[src/rtl/addr_frame_rx.sv]
module addr_frame_rx #(
  parameter logic [7:0] NODE_ID   = 8'h05,
  parameter int         BUF_DEPTH = 32,
  parameter int         CNT_W     = 8,
  localparam int        IDX_W     = $clog2(BUF_DEPTH),
  localparam int        LEN_W     = IDX_W + 1
) (
  input  logic                    clk,
  input  logic                    rst_n,
  input  logic [7:0]              rx_data,
  input  logic                    rx_valid,
  input  logic                    rx_overrun,
  input  logic                    rx_framing_err,
  input  logic                    frm_ack,
  input  logic [IDX_W-1:0]        rd_idx,
  input  logic [2:0]              cnt_sel,
  output logic                    frm_ready,
  output logic [7:0]              frm_cmd,
  output logic [LEN_W-1:0]        frm_len,
  output logic [7:0]              rd_byte,
  output logic                    err_pulse,
  output logic signed [7:0]       err_code,
  output logic [CNT_W-1:0]        cnt_val
);
  localparam logic [7:0] MARK = 8'h40;
  localparam logic [7:0] ESC  = 8'h7A;
  localparam int         NCODE = 6;

  typedef enum logic [2:0] {S_IDLE, S_ADDR, S_CMD, S_LEN, S_BODY} st_t;
  st_t st;

  logic [7:0]       sum;
  logic             hit;
  logic [LEN_W-1:0] remain, wr_idx;
  logic [7:0]       mem [BUF_DEPTH];
  logic [CNT_W-1:0] cnt [NCODE];

  logic             bad;
  logic signed [7:0] code;
  logic [2:0]       sel;

  always_comb begin
    bad = 1'b0; code = '0; sel = '0;
    if (rx_valid) begin
      if (rx_framing_err)   begin bad = 1'b1; code = -8'sd3;  sel = 3'd1; end
      else if (rx_overrun)  begin bad = 1'b1; code = -8'sd4;  sel = 3'd2; end
      else if (frm_ready)   begin bad = 1'b1; code = -8'sd9;  sel = 3'd4; end
      else begin
        unique case (st)
          S_IDLE: if (rx_data != MARK) begin bad = 1'b1; code = -8'sd5; sel = 3'd3; end
          S_LEN:  if (rx_data == 8'd0 || rx_data > BUF_DEPTH)
                    begin bad = 1'b1; code = -8'sd11; sel = 3'd5; end
          S_BODY: if (remain == LEN_W'(1) && rx_data != sum)
                    begin bad = 1'b1; code = -8'sd1; sel = 3'd0; end
          default: ;
        endcase
      end
    end
  end

  wire take   = rx_valid && !bad;
  wire wr_en  = take && st == S_BODY && remain != LEN_W'(1);

  always_ff @(posedge clk) begin
    if (!rst_n) begin
      st <= S_IDLE; sum <= '0; hit <= 1'b0; remain <= '0; wr_idx <= '0;
      frm_ready <= 1'b0; frm_cmd <= '0; frm_len <= '0;
      err_pulse <= 1'b0; err_code <= '0;
      for (int i = 0; i < NCODE; i++) cnt[i] <= '0;
    end else begin
      err_pulse <= 1'b0;
      if (frm_ack) frm_ready <= 1'b0;
      if (rx_valid && bad) begin
        st <= S_IDLE; sum <= '0; frm_ready <= 1'b0;
        err_pulse <= 1'b1; err_code <= code;
        if (cnt[sel] != '1) cnt[sel] <= cnt[sel] + 1'b1;
      end else if (take) begin
        unique case (st)
          S_IDLE: begin st <= S_ADDR; sum <= rx_data; end
          S_ADDR: if (rx_data == ESC) begin
                    st <= S_IDLE; sum <= '0; frm_ready <= 1'b1;
                    frm_cmd <= rx_data; frm_len <= '0;
                  end else begin
                    st <= S_CMD; sum <= sum + rx_data;
                    hit <= (rx_data == NODE_ID) || (rx_data == 8'd0);
                  end
          S_CMD:  begin st <= S_LEN; sum <= sum + rx_data; frm_cmd <= rx_data; end
          S_LEN:  begin st <= S_BODY; sum <= sum + rx_data;
                    remain <= rx_data[LEN_W-1:0]; wr_idx <= '0; end
          S_BODY: if (remain == LEN_W'(1)) begin
                    st <= S_IDLE; sum <= '0;
                    if (hit) begin frm_ready <= 1'b1; frm_len <= wr_idx; end
                  end else begin
                    sum <= sum + rx_data; remain <= remain - 1'b1; wr_idx <= wr_idx + 1'b1;
                  end
          default: st <= S_IDLE;
        endcase
      end
    end
  end

  always_ff @(posedge clk) if (wr_en) mem[wr_idx[IDX_W-1:0]] <= rx_data;

  assign rd_byte = mem[rd_idx];
  assign cnt_val = (cnt_sel < 3'(NCODE)) ? cnt[cnt_sel] : '0;
endmodule

[config.mk]
export PLATFORM = sky130hd
export DESIGN_NAME = addr_frame_rx
export DESIGN_NICKNAME = d
export VERILOG_FILES = /design/src/rtl/addr_frame_rx.sv
export SDC_FILE = /design/constraint.sdc
export NUM_CORES = 1
export LEC_CHECK = 0
export BUFFER_PORTS_ARGS = -buffer_cell sky130_fd_sc_hd__buf_2
export CAP_MARGIN = 5
export CORE_ASPECT_RATIO = 0.9
export CORE_MARGIN = 1.5
export CORE_UTILIZATION = 52
export DETAILED_ROUTE_END_ITERATION = 10
export GPL_TIMING_DRIVEN = 0
export PLACE_DENSITY = 0.76
export REMOVE_ABC_BUFFERS = 1
export SETUP_SLACK_MARGIN = 0.2
export SYNTH_ARGS = -nofsm -noshare
export SYNTH_HDL_FRONTEND = slang
export SYNTH_SLANG_ARGS = --single-unit
[constraint.sdc]
create_clock -name clk -period 5.26 [get_ports clk]
set_input_delay 0.526 -clock clk [delete_from_list [all_inputs] [get_ports clk]]
set_output_delay 0.526 -clock clk [all_outputs]
set_load 0.02 [all_outputs]
==> summary.txt <==
fill count -> 2129
dpl hpwl -> 21.0 mm
worst hold start -> frm_ack
RSZ-0062 raised after global routing -> no
GRT met3 Usage -> 3.85%
Multi-input gate area -> 0.00510 mm²
maximum vdd drop -> 0.000217 V
die height -> 167 µm
Netlist cell types -> 70
commonest register cell after synthesis -> edfxtp_1
Worst R2R End -> cnt[1][3]
EDFF count, synth -> 306
initial drt markers -> 938
Cells on Worst Hold Path -> 3
Antenna diodes -> 0
share of post-route cells with drive strength above 1 -> 22.6%
RR Startpoint -> frm_ready
post-synthesis sequential area ratio -> 65.0%
Setup Skew -> 0.0158 ns
crit path max fanout -> 41
DR vias -> 9113
warnings from Yosys -> 0
Slew HR -> 25.0%
gr ovfl total -> 0
post-route ant nets -> 0
Clk pin slew, worst setup/hold paths -> 0.06 ns
CTS root buf -> clkbuf_16
Total Neg Setup Slack -> 0 ns
Starting Density -> 53.3%
Slew @ Worst Pin -> 1.12 ns
Worst Hold Class -> in2reg
vias in the first global route -> 9018
most frequent cells in the layout -> edfxtp_1 (306), nor2_1 (99), mux4_2 (88), buf_2 (57), dfxtp_1 (45)
num rows -> 59
CTS tree -> yes
setup bufs post-CTS -> 0
htree depth -> 2
Post-synth ARST share -> 0%
initial antenna violation count -> 0
max cap viols -> 0
Area Growth Syn to Fin -> 12.1%
Syn Inst Count -> 1010
FMAX -> 0.207 GHz
mapped cell area -> 0.0155 mm²
CP Data Required Time -> 5.39 ns
routed len/inst -> 23.0 µm
GP Congestion -> 0.896
Clock Sinks -> 351
placed inst area -> 0.0161 mm²
Mapped Avg Cell Area -> 15.4 µm²
Top Usage Layer GRT -> met2
synthesis-stage register bit count -> 351
Placeable Area -> 0.0292 mm²
Nets -> 1089
GRT Util Overall -> 22.4%
placed insts -> 1410
Power Dens Cells -> 355 mW/mm²
die footprint -> 0.0309 mm²
num ports -> 62
critical path type -> in2reg
crit path capture type -> register
grt met1 use -> 32.5%
DR vias/cell -> 6.17
Non-Filler Instances -> 1476
Finished Cell Area -> 0.0174 mm²
WHS Endpoint -> frm_ready
DRC Markers -> 0
most common cell after layout, fill and taps aside -> edfxtp_1
Final period util -> 92.0%
grt met2 use -> 34.6%
area occupied by registers -> 0.0101 mm²
Pre-antenna DRT Iters -> 5
routed wire length -> 33.9 mm
first-pass GRT wire length -> 52.4 mm
critical path cell sequence -> buf_2, or4_4, o21a_1, a211oi_4, nor2_2, mux2i_1, o211ai_4, ha_1, inv_1, a311oi_2, nand4_1, nand2b_1, nand2_1
Critical Path AT -> 4.97 ns
Max Root-Sink Buffers -> 3
Final min period -> 4.84 ns
Setup Viol. Count Final -> 0
Leak Pwr -> 5.83 nW
Slew Viols, Final -> 0
I/O Buffers -> 61
largest net degree at the start of global routing -> 65
Critical Path Start Type -> input pin
Die Width -> 185 µm
CP max-delay cell -> or4_4
clk_lat worst skew -> 0.53 ns
CP peak stage delay -> 0.67 ns
Hold Violations, Final -> 0
CTS Hold Bufs -> 0
setup slack, reg-to-reg -> 0.61 ns
Num CTS Buffers -> 36
R2R cell count -> 11
status -> finished clean
metrics by stage:
step,power [mW],hold WS [ns],utilization (%),setup slack [ns]
floorplan,3.34,0.437,-,1.10
global placement,3.50,0.438,55.1,-0.729
detailed placement,3.51,0.436,55.3,-0.670
CTS,6.21,0.259,59.7,0.220
global route,6.34,0.293,59.7,0.223
finish,6.17,0.278,59.7,0.419
worst max-delay path, delay by kind of cell:
kind | cells | cell delay, ns
buf+inv | 2 | 0.47
mux | 1 | 0.21
simple gates | 5 | 1.95
compound gates | 4 | 1.53
fa+ha+maj | 1 | 0.23
layout make-up:
type | count | share of cell area (%)
Timing Repair Buffer | 65 | 2.10
Clock inverter | 21 | 1.66
Clock buffer | 45 | 5.66
Tap cell | 396 | 2.85
Sequential cell | 351 | 58.0
Inverter | 22 | 0.474
Multi-Input combinational cell | 576 | 29.3
repair_timing:
action,CTS,global route
gates cloned,0,0
setup endpoints to repair,24,48
pin swaps,0,1
resized for setup,1,4
layer usage:
| metal | vias to the layer above | part of all wire (%) |
|---|---|---|
| li1 | 4064 | - |
| met1 | 4511 | 42 |
| met2 | 467 | 47 |
| met3 | 71 | 8.3 |
| met4 | 0 | 2.7 |
| met5 | - | 0 |
power by group:
| part | leakage (nW) | switching [mW] | internal, mW | total, mW |
|---|---|---|---|---|
| sequential | 3.18 | 0.0127 | 3.05 | 3.06 |
| clock | 0.622 | 1.07 | 1.64 | 2.71 |
| combinational | 2.02 | 0.251 | 0.146 | 0.397 |
worst max path at each step:
stage / end / cells past startpoint / start
after floorplan: cnt[0][0] / 12 / rx_data[1]
after global placement: cnt[5][1] / 13 / rx_data[6]
after detailed placement: cnt[0][4] / 13 / rx_data[5]
after CTS: cnt[3][3] / 13 / rx_data[5]
after global routing: cnt[0][3] / 14 / rx_data[1]
final: cnt[1][3] / 13 / rx_data[1]
flip-flops by register name, indices dropped and copies added (netlist names):
register   cells
mem          256
remain         6
frm_cmd        8
err_code       5
frm_ready      1
st             3
hit            1
wr_idx         6
frm_len        6
cnt           50
err_pulse      1
sum            8
Yosys cell counts, types with 6 or more instances:
master	count	area [µm²]
nor2_1	100	375
buf_1	11	41.3
mux2_2	10	113
nand2_1	38	143
buf_2	6	30.0
nor2b_1	19	119
o21ai_0	21	105
nor3b_1	6	45.0
a21oi_1	32	160
nand2b_1	7	43.8
o22ai_1	9	56.3
nor4_1	11	68.8
nand3_1	19	95.1
a22oi_1	6	45.0
nor3_1	27	135
or3_1	8	50.1
mux4_2	88	1980
o21a_1	7	52.6
xnor2_1	6	52.6
xor2_1	9	78.8
and2_1	8	50.1
edfxtp_1	306	9190
mux2i_1	23	230
dfxtp_1	45	901
o211ai_1	8	60.1
a211o_1	6	52.6
a211oi_1	6	45.0
inv_1	21	78.8
and3_1	6	37.5
clkbuf_1	39	146
ha_1	14	175
a31oi_1	9	56.3
nand4_1	9	56.3
cells by family (layout without fill, tap and decap cells):
group	count (synthesis)	count (layout)	synth area share (%)
AOI/OAI and AO/OA	132	132	6.00
xor gates and xnor gates	15	15	0.846
adders and majority gates	15	15	1.26
buffers and inverters	84	153	2.27
DFF	351	351	65.0
muxes	121	121	15.0
other	1	2	0.0241
and+or+nand+nor	291	291	9.67
Note: power is estimated with default switching activity, not from simulation.
